File: src/rtl/otp_prog_pkg.sv
// Package: shared types for the pulse-and-verify programming sequencer.
// Assumes nothing beyond IEEE 1800-2017 enums.
package otp_prog_pkg;

    // Sequencer phases; program phase first, then compare phase, then report.
    typedef enum logic [2:0] {
        ST_IDLE   = 3'd0,
        ST_SETUP  = 3'd1,
        ST_PULSE  = 3'd2,
        ST_HOLD   = 3'd3,
        ST_VERIFY = 3'd4,
        ST_SETTLE = 3'd5,
        ST_CMP    = 3'd6,
        ST_REPORT = 3'd7
    } seq_state_t;

endpackage

File: src/rtl/otp_interval_timer.sv
// Module: otp_interval_timer
// Counts down a phase length. A restart loads len-1, so a phase that is
// entered together with the restart lasts exactly len cycles, ending in
// the cycle where expired is high. Assumes len >= 1 at every restart.
module otp_interval_timer #(
    parameter int CNT_W = 8
) (
    input  logic             clk,
    input  logic             rst_n,
    input  logic             restart,
    input  logic [CNT_W-1:0] len,
    output logic             expired
);

    logic [CNT_W-1:0] remain_q;

    // Load on restart, otherwise count down and rest at zero.
    always_ff @(posedge clk) begin
        if (!rst_n) begin
            remain_q <= '0;
        end else if (restart) begin
            remain_q <= len - CNT_W'(1);
        end else if (remain_q != '0) begin
            remain_q <= remain_q - CNT_W'(1);
        end
    end

    assign expired = (remain_q == '0);

endmodule

File: src/rtl/otp_retry_counter.sv
// Module: otp_retry_counter
// Counts program pulses fired at the current word and flags when the
// per-word budget is used up. Saturates at the budget. Assumes LIMIT >= 1.
module otp_retry_counter #(
    parameter int LIMIT = 25,
    localparam int RC_W = $clog2(LIMIT + 1)
) (
    input  logic            clk,
    input  logic            rst_n,
    input  logic            clear,
    input  logic            bump,
    output logic [RC_W-1:0] count,
    output logic            at_limit
);

    logic [RC_W-1:0] count_q;

    // Clear has priority over bump; bump stops at the budget.
    always_ff @(posedge clk) begin
        if (!rst_n) begin
            count_q <= '0;
        end else if (clear) begin
            count_q <= '0;
        end else if (bump && (count_q != RC_W'(LIMIT))) begin
            count_q <= count_q + RC_W'(1);
        end
    end

    assign count    = count_q;
    assign at_limit = (count_q == RC_W'(LIMIT));

endmodule

File: src/rtl/otp_addr_stepper.sv
// Module: otp_addr_stepper
// Holds the current word address for both passes. Clear returns to word
// zero; step moves to the next word. Assumes step is never asked at the
// last word (the sequencer leaves the pass there instead).
module otp_addr_stepper #(
    parameter int WORDS  = 8,
    parameter int ADDR_W = 3
) (
    input  logic              clk,
    input  logic              rst_n,
    input  logic              clear,
    input  logic              step,
    output logic [ADDR_W-1:0] addr,
    output logic              is_last
);

    logic [ADDR_W-1:0] addr_q;

    // Address register: clear wins over step.
    always_ff @(posedge clk) begin
        if (!rst_n) begin
            addr_q <= '0;
        end else if (clear) begin
            addr_q <= '0;
        end else if (step) begin
            addr_q <= addr_q + ADDR_W'(1);
        end
    end

    assign addr    = addr_q;
    assign is_last = (addr_q == ADDR_W'(WORDS - 1));

endmodule

File: src/rtl/otp_word_check.sv
// Module: otp_word_check
// Compares a read-back word with the source word. Split into lanes of
// LANE_W bits (generate), each lane giving its own equal flag, so a wide
// word reduces through a shallow AND tree. Assumes DATA_W >= 1.
module otp_word_check #(
    parameter int DATA_W = 16,
    parameter int LANE_W = 8,
    localparam int LANES = (DATA_W + LANE_W - 1) / LANE_W
) (
    input  logic [DATA_W-1:0] expect_word,
    input  logic [DATA_W-1:0] got_word,
    output logic              match
);

    logic [LANES-1:0] lane_eq;

    for (genvar g = 0; g < LANES; g++) begin : g_lane
        localparam int LO = g * LANE_W;
        localparam int HI = ((LO + LANE_W) > DATA_W) ? DATA_W - 1 : LO + LANE_W - 1;
        // Per-lane equality.
        assign lane_eq[g] = (expect_word[HI:LO] == got_word[HI:LO]);
    end

    assign match = &lane_eq;

endmodule

File: src/rtl/otp_prog_seq.sv
// Module: otp_prog_seq (top)
// Pulse-and-verify programming sequencer. Program pass: for each word from
// zero, setup gap, one pulse, hold gap, one read-back; retry up to
// MAX_PULSES times. Compare pass: mode output low, settle, read every word
// once per cycle. Ends with a one-cycle done carrying pass or fail.
// Assumes src_data and tgt_rdata answer combinationally to their address
// in the same cycle, and every *_CYC parameter is at least 1.
module otp_prog_seq
    import otp_prog_pkg::*;
#(
    parameter int WORDS      = 8,
    parameter int DATA_W     = 16,
    parameter int PULSE_CYC  = 16,
    parameter int SETUP_CYC  = 2,
    parameter int HOLD_CYC   = 2,
    parameter int SETTLE_CYC = 3,
    parameter int MAX_PULSES = 25,
    localparam int ADDR_W    = (WORDS > 1) ? $clog2(WORDS) : 1
) (
    input  logic              clk,
    input  logic              rst_n,
    input  logic              start,
    output logic              done,
    output logic              pass,
    output logic              fail,
    output logic [ADDR_W-1:0] fail_addr,
    output logic [ADDR_W-1:0] src_addr,
    input  logic [DATA_W-1:0] src_data,
    output logic [ADDR_W-1:0] tgt_addr,
    output logic [DATA_W-1:0] tgt_wdata,
    output logic              tgt_pgm,
    output logic              tgt_rd,
    input  logic [DATA_W-1:0] tgt_rdata,
    output logic              tgt_hv
);

    localparam int LEN_A   = (PULSE_CYC > SETUP_CYC) ? PULSE_CYC : SETUP_CYC;
    localparam int LEN_B   = (HOLD_CYC > SETTLE_CYC) ? HOLD_CYC : SETTLE_CYC;
    localparam int LONGEST = (LEN_A > LEN_B) ? LEN_A : LEN_B;
    localparam int CNT_W   = $clog2(LONGEST + 1);
    localparam int RC_W    = $clog2(MAX_PULSES + 1);

    seq_state_t state_q, state_d;

    logic              t_restart;
    logic [CNT_W-1:0]  t_len;
    logic              t_expired;
    logic              a_clear, a_step, a_last;
    logic [ADDR_W-1:0] addr;
    logic              r_clear, r_bump, r_at_limit;
    logic [RC_W-1:0]   r_count;
    logic              word_ok;
    logic              set_ok, set_fail, clr_result;
    logic              ok_q;
    logic [ADDR_W-1:0] fail_addr_q;

    otp_interval_timer #(.CNT_W(CNT_W)) u_timer (
        .clk     (clk),
        .rst_n   (rst_n),
        .restart (t_restart),
        .len     (t_len),
        .expired (t_expired)
    );

    otp_retry_counter #(.LIMIT(MAX_PULSES)) u_retry (
        .clk      (clk),
        .rst_n    (rst_n),
        .clear    (r_clear),
        .bump     (r_bump),
        .count    (r_count),
        .at_limit (r_at_limit)
    );

    otp_addr_stepper #(.WORDS(WORDS), .ADDR_W(ADDR_W)) u_addr (
        .clk     (clk),
        .rst_n   (rst_n),
        .clear   (a_clear),
        .step    (a_step),
        .addr    (addr),
        .is_last (a_last)
    );

    otp_word_check #(.DATA_W(DATA_W)) u_check (
        .expect_word (src_data),
        .got_word    (tgt_rdata),
        .match       (word_ok)
    );

    // Phase transitions and the one-cycle controls for the helpers.
    always_comb begin
        state_d    = state_q;
        t_restart  = 1'b0;
        t_len      = CNT_W'(1);
        a_clear    = 1'b0;
        a_step     = 1'b0;
        r_clear    = 1'b0;
        r_bump     = 1'b0;
        set_ok     = 1'b0;
        set_fail   = 1'b0;
        clr_result = 1'b0;
        unique case (state_q)
            ST_IDLE: begin
                if (start) begin
                    state_d    = ST_SETUP;
                    t_restart  = 1'b1;
                    t_len      = CNT_W'(SETUP_CYC);
                    a_clear    = 1'b1;
                    r_clear    = 1'b1;
                    clr_result = 1'b1;
                end
            end
            ST_SETUP: begin
                if (t_expired) begin
                    state_d   = ST_PULSE;
                    t_restart = 1'b1;
                    t_len     = CNT_W'(PULSE_CYC);
                    r_bump    = 1'b1;
                end
            end
            ST_PULSE: begin
                if (t_expired) begin
                    state_d   = ST_HOLD;
                    t_restart = 1'b1;
                    t_len     = CNT_W'(HOLD_CYC);
                end
            end
            ST_HOLD: begin
                if (t_expired) begin
                    state_d = ST_VERIFY;
                end
            end
            ST_VERIFY: begin
                if (word_ok) begin
                    if (a_last) begin
                        state_d   = ST_SETTLE;
                        t_restart = 1'b1;
                        t_len     = CNT_W'(SETTLE_CYC);
                        a_clear   = 1'b1;
                    end else begin
                        state_d   = ST_SETUP;
                        t_restart = 1'b1;
                        t_len     = CNT_W'(SETUP_CYC);
                        a_step    = 1'b1;
                        r_clear   = 1'b1;
                    end
                end else if (r_at_limit) begin
                    state_d  = ST_REPORT;
                    set_fail = 1'b1;
                end else begin
                    state_d   = ST_SETUP;
                    t_restart = 1'b1;
                    t_len     = CNT_W'(SETUP_CYC);
                end
            end
            ST_SETTLE: begin
                if (t_expired) begin
                    state_d = ST_CMP;
                end
            end
            ST_CMP: begin
                if (!word_ok) begin
                    state_d  = ST_REPORT;
                    set_fail = 1'b1;
                end else if (a_last) begin
                    state_d = ST_REPORT;
                    set_ok  = 1'b1;
                end else begin
                    a_step = 1'b1;
                end
            end
            ST_REPORT: begin
                state_d = ST_IDLE;
            end
            default: begin
                state_d = ST_IDLE;
            end
        endcase
    end

    // Phase register.
    always_ff @(posedge clk) begin
        if (!rst_n) begin
            state_q <= ST_IDLE;
        end else begin
            state_q <= state_d;
        end
    end

    // Run result and failing-address status register.
    always_ff @(posedge clk) begin
        if (!rst_n) begin
            ok_q        <= 1'b0;
            fail_addr_q <= '0;
        end else if (clr_result) begin
            ok_q        <= 1'b0;
            fail_addr_q <= '0;
        end else if (set_fail) begin
            ok_q        <= 1'b0;
            fail_addr_q <= addr;
        end else if (set_ok) begin
            ok_q <= 1'b1;
        end
    end

    assign done      = (state_q == ST_REPORT);
    assign pass      = done && ok_q;
    assign fail      = done && !ok_q;
    assign fail_addr = fail_addr_q;

    assign src_addr  = addr;
    assign tgt_addr  = addr;
    assign tgt_wdata = src_data;
    assign tgt_pgm   = (state_q == ST_PULSE);
    assign tgt_rd    = (state_q == ST_VERIFY) || (state_q == ST_CMP);
    assign tgt_hv    = (state_q == ST_SETUP) || (state_q == ST_PULSE) ||
                       (state_q == ST_HOLD)  || (state_q == ST_VERIFY);

endmodule

File: config.mk
export PLATFORM = sky130hd
export DESIGN_NAME = otp_prog_seq
export DESIGN_NICKNAME = d
export VERILOG_FILES = /design/src/rtl/otp_prog_pkg.sv /design/src/rtl/otp_interval_timer.sv /design/src/rtl/otp_retry_counter.sv /design/src/rtl/otp_addr_stepper.sv /design/src/rtl/otp_word_check.sv /design/src/rtl/otp_prog_seq.sv
export SDC_FILE = /design/constraint.sdc
export NUM_CORES = 1
export LEC_CHECK = 0
export BUFFER_PORTS_ARGS = -buffer_cell sky130_fd_sc_hd__buf_4
export CAP_MARGIN = 20
export CORE_ASPECT_RATIO = 1.25
export CORE_MARGIN = 2
export CORE_UTILIZATION = 40
export DETAILED_ROUTE_END_ITERATION = 10
export PLACE_DENSITY_LB_ADDON = 0.3
export SLEW_MARGIN = 20
export SYNTH_ARGS = -nofsm -noshare
export SYNTH_HDL_FRONTEND = slang
export SYNTH_SLANG_ARGS = --single-unit
File: constraint.sdc
create_clock -name clk -period 4.6 [get_ports clk]
set_input_delay 0 -clock clk [delete_from_list [all_inputs] [get_ports clk]]
set_output_delay 0 -clock clk [all_outputs]
set_load 0.1 [all_outputs]
# After elaboration in Yosys (flattened, before gate mapping)
# Cells that the tools add are included.
# totals
input_bits	35
regBits	20
out_inout_bits	31
# classes
bitwise_logic	1
add_sub_neg	4
mux	39
reduce_logical	20
eq_ne	18
# ops
op	n
two-way mux 3 bit	10
one-hot mux 3 bit (8 select lines)	1
two-way mux 5 bit	4
one-hot mux 5 bit (4 select lines)	1
== test 8 bit	2
two-way mux 1 bit	16
== test 3 bit (second input constant)	5
OR reduction 2 bit	5
subtractor 5 x 1 -> 5 bit (second input constant)	2
!= test 2 bit (second input constant)	4
== test 3 x 2 -> 1 bit (second input constant)	2
two-way mux 2 bit	3
one-hot mux 1 bit (2 select lines)	3
AND reduction 6 bit	1
adder 5 x 1 -> 5 bit (second input constant)	1
== test 5 bit (second input constant)	1
zero test 5 bit	1
!= test 5 bit (second input constant)	1
nonzero test 5 bit	1
logical OR 1 bit	4
adder 3 x 1 -> 3 bit (second input constant)	1
== test 3 x 1 -> 1 bit (second input constant)	1
logical AND 1 bit	3
zero test 3 bit	1
other kinds (8)	8

# Longest topological paths before layout
# logic_depth
ltp_word	6
mapped_depth	12

# Modules after synthesis
# Synthesis repeated with hierarchy kept, for this count alone.
# hier_totals
cells_unflattened	188
hier_area_um2	1570.3
# modules_own_cells
module	cells_per_inst	area_per_inst_um2	n_inst	seq_area_each_um2
otp_prog_seq	94	695.7	1	140.1
otp_interval_timer	34	310.3	1	100.1
otp_retry_counter	27	255.2	1	100.1
otp_word_check	21	177.7	1	0.0
otp_addr_stepper	12	131.4	1	60.1

# Worst setup path before layout
# OpenSTA, ideal clock, no wires.
# synth_timing
path_type	reg2out
start	register state_q[2]
end	output fail
path_stages_with_launch	4
slack_ps	1550
t_required_ps	4600
t_arrival_ps	3050
cell_sequence	dfxtp_1 clkbuf_1 and3_1 nor2b_1
# synth_between
elab_chain_cells	2
# synth_rtl
item	line	rtl
start: declaration	otp_prog_seq.sv:43	seq_state_t state_q, state_d;
start signal: assignment	otp_prog_seq.sv:185	state_q <= state_d;
== test 3 bit	otp_prog_seq.sv:205	assign done = (state_q == ST_REPORT);
named net done	otp_prog_seq.sv:23	output logic done,
logical AND 1 bit	otp_prog_seq.sv:207	assign fail = done && !ok_q;
end: declaration	otp_prog_seq.sv:25	output logic fail,
# The timed path passes the listed nets, and every way through them passes these cells.

# Final worst setup path
# layout_timing
start	register state_q[2]
end	register u_timer.remain_q[4]
# layout_between
elab_chain_cells	4
# layout_rtl
item	line	rtl
== test 3 bit, or another cell as far along	otp_prog_seq.sv:101	unique case (state_q)
one-hot mux 5 bit (4 select lines) / OR reduction 2 bit (equally long branches)	-	
subtractor 5 x 1 -> 5 bit / one-hot mux 1 bit (3 select lines) (equally long branches)	otp_interval_timer.sv:22, otp_prog_seq.sv:101	
two-way mux 5 bit / nonzero test 2 bit (equally long branches)	-	
end signal: assignment	otp_interval_timer.sv:22	remain_q <= len - CNT_W'(1);
end signal: assignment	otp_interval_timer.sv:24	remain_q <= remain_q - CNT_W'(1);
end: declaration	otp_interval_timer.sv:15	logic [CNT_W-1:0] remain_q;
# Several ways; a longest one is shown, not always the timed one.
# A chain may end at the register's enable or synchronous reset.

==> impl_metrics.tcl <==
set metrics [dict create \
    worstPathMaxFanout 15 \
    ctsHoldBuffers 0 \
    count_of_nets_after_finishing 274 \
    drt_iter0_drc 102 \
    ys_seq_area_share_pct 25.3 \
    chipWidth_um 60.3 \
    synth.yosys.warnings 0 \
    post-synth-top-area-cell "sky130_fd_sc_hd__dfxtp_1" \
    die_h_um 74.3 \
    grt.overflow.total 0 \
    clock_latency_ns 0.26 \
    drc_markers 0 \
    totalNegativeSetupSlack_ns 0 \
    syn_inst 187 \
    criticalPathCategory "flip-flop to flip-flop" \
    finalHoldViolations 0 \
    clockBufferDepth 2 \
    p_total_uw 954 \
    mappedNetlistArea_mm2 0.00158 \
    insertedDiodeCount 0 \
    worst_path_dominant_cell_family "simple AND/OR/NAND/NOR gates" \
    outcome "finished clean" \
    achievable-frequency_ghz 0.367 \
    power_per_standard_cell_area_mw_per_mm2 465 \
    crit-reg2reg-launch "state_q[2]$_SDFFE_PN0P_" \
    detail_route.vias_per_cell 5.18 \
    grt_pass1_wl_um 5800 \
    final.setup_skew_ns 0.00138 \
    synth_top_area_share_pct 25.3 \
    worstPathBufferInverterCount 0 \
    worst_slew_margin_rel_pct 57.5 \
    final_max_slew_viol_count 0 \
    placedInstanceArea_mm2 0.00198 \
    synth_area_leaders "sky130_fd_sc_hd__dfxtp_1, sky130_fd_sc_hd__xor2_1, sky130_fd_sc_hd__buf_4" \
    core_region_area_mm2 0.00378 \
    setup_viol 0 \
    synthesized_netlist_net_count 227 \
    timing.critical_path.slowest_cell_delay_ns 0.68 \
    placement_rows 25 \
    most_used_dff_post_synth "sky130_fd_sc_hd__dfxtp_1" \
    clkSinkCount 20 \
    antenna_violating_nets_post_route 0 \
    reg2reg_slack_ns 1.87 \
    grt.total_usage_pct 17.0 \
    cts_root_buffer "sky130_fd_sc_hd__clkbuf_8" \
    synthArstFlopShare_pct 0 \
    overall_via_count_from_detail_route 1487 \
    drtPass1Iterations 4 \
    reg2regPathDepth 10 \
    tritoncts.num_buffers 3 \
    fin_worst_hold_slack_ns 0.0525 \
    min_delay_path_depth 2 \
    critPathArrivalTime_ns 2.88 \
    io_buffer_count 65 \
    cts_resized 0 \
    count_of_flip_flops_with_a_built_in_enable_after_synthesis 0 \
    place_congestion 0.817 \
    holdCritStartpoint "rst_n" \
    hold_path_end "state_q[0]$_SDFFE_PN0P_" \
    initial_core_util_pct 41.8 \
    number_of_antenna_violations_at_the_first_check_in_global_routing 0 \
    cell_chain_critical_path "nor3b_1 -> and3_1 -> nor4_2 -> a22oi_4 -> o21ai_1 -> ha_1 -> o41ai_1 -> a31oi_1 -> xor2_1 -> nor2_1" \
    postRouteWirelength_um 3580 \
    hp-class "input port to flip-flop" \
    vias_in_the_first_global_route 1395 \
    setup.worst_path.end_class "flip-flop" \
    synthesis.area_per_instance_um2 8.46 \
    startpoint_class "flip-flop" \
    static-leakage-power_uw 0.000966 \
    tightestPinTransition_ns 0.635 \
    cpMaxStageDelayCell "sky130_fd_sc_hd__dfxtp_1" \
    wire_per_inst_um 12.5 \
    timing.max_cap.violations 0 \
    layout.core_utilization_pct 54.2 \
    dieArea_mm2 0.00448 \
    peakVddDrop_mv 0.169 \
    pin_count 66 \
    postSynthRegisterBits 20 \
    mostFrequentLayoutCells "sky130_fd_sc_hd__buf_4, sky130_fd_sc_hd__nor2_1, sky130_fd_sc_hd__xor2_1" \
    post_route_cells_drive_above_1_share_pct 34.8 \
    post-dp-hpwl_um 2970 \
    cts_tree "built" \
    yosys.cell_types.count 52 \
    timing.critical_path.required_ns 4.76 \
    clock_tree.htree_level_count 1 \
    final_common_cell "sky130_fd_sc_hd__buf_4" \
    flow.area_growth_from_synthesis_pct 29.6 \
    n_fill_cell 362 \
    grt_max_degree 16 \
    postCtsSetupBuffers 0 \
    timing.final.crit_period_ns 2.73 \
    fin_area_mm2 0.00205 \
    crit-reg2reg-capture "u_timer.remain_q[4]$_SDFFE_PN0P_" \
    finalCritPeriodShare_pct 59.3 \
    rsz0062_at_grt "no" \
    worst_setup_hold_path_clk_slew_ns 0.08 \
]
-- final cells by class --
type                            instances  area (um^2)  area share (%)
Inverter                                5         18.8           0.915
Timing Repair Buffer                   65          488            23.8
Clock buffer                            3         41.3            2.01
Sequential cell                        20          400            19.5
Multi-Input combinational cell        139         1000            49.0
Tap cell                               54         67.6            3.29
Clock inverter                          1         30.0            1.46
-- cell families after synthesis --
group / Yosys count / synth area share [%]
adder cells (fa/ha/maj): 5 / 3.95
AO/OA/AOI/OAI: 27 / 14.0
AND/OR/NAND/NOR: 78 / 29.1
buffers and inverters: 28 / 11.2
XOR/XNOR: 24 / 13.3
flip-flops: 20 / 25.3
multiplexers: 5 / 3.16
-- stage by stage --
step	cells	setup slack, ns
floorplan	187	1.55
global placement	283	2.04
detailed placement	283	1.93
CTS	287	1.91
global route	287	1.62
finish	287	1.87
-- worst max-delay path by stage --
| stage | start | end | slack [ns] | depth (start not counted) |
|---|---|---|---|---|
| floorplan | state_q[2]$_SDFFE_PN0P_ | fail | 1.55 | 3 |
| finish | state_q[2]$_SDFFE_PN0P_ | u_timer.remain_q[4]$_SDFFE_PN0P_ | 1.87 | 10 |
| global placement | state_q[2]$_SDFFE_PN0P_ | u_timer.remain_q[4]$_SDFFE_PN0P_ | 2.04 | 10 |
| global route | state_q[2]$_SDFFE_PN0P_ | u_timer.remain_q[4]$_SDFFE_PN0P_ | 1.62 | 10 |
| detailed placement | state_q[2]$_SDFFE_PN0P_ | u_timer.remain_q[4]$_SDFFE_PN0P_ | 1.93 | 10 |
| CTS | state_q[2]$_SDFFE_PN0P_ | u_timer.remain_q[4]$_SDFFE_PN0P_ | 1.91 | 10 |
-- metal layers --
metal	global-route usage [%]	share of wire, %	vias up
met5	0	0	-
met3	3.13	6.7	6
li1	-	-	744
met2	30.7	52	64
met4	8.15	1.6	0
met1	18.8	40	673
-- where the power goes --
| part | total [uW] | internal [uW] | leakage (uW) | switching, uW |
|---|---|---|---|---|
| logic | 521 | 193 | 0.000768 | 327 |
| registers | 259 | 203 | 0.000163 | 55.5 |
| clock network | 175 | 116 | 0.0000357 | 59.2 |
-- worst register-to-register path, delay by kind of cell, from the launching register on --
family / cells / cell delay, ns
compound gates: 4 / 0.61
xor+xnor: 1 / 0.20
fa+ha+maj: 1 / 0.20
flops: 1 / 0.68
simple gates: 4 / 0.96
-- synthesized netlist by cell type (all sizes together), types with 3 or more instances --
library cell  count
nor4              8
nand2             9
clkbuf            3
nor3              4
nand3             4
a211oi            3
xor2             21
mux2i             5
ha                5
o21ai             6
nor2b             3
buf              20
nand2b            4
nand4             3
nor2             27
xnor2             3
inv               5
dfxtp            20
-- state kept, by name, summed over array words and instances (netlist names) --
register,flops
fail_addr,3
state_q,3
u_timer.remain_q,5
u_addr.addr,3
u_retry.count,5
ok_q,1
(Power assumes the default switching activity.)
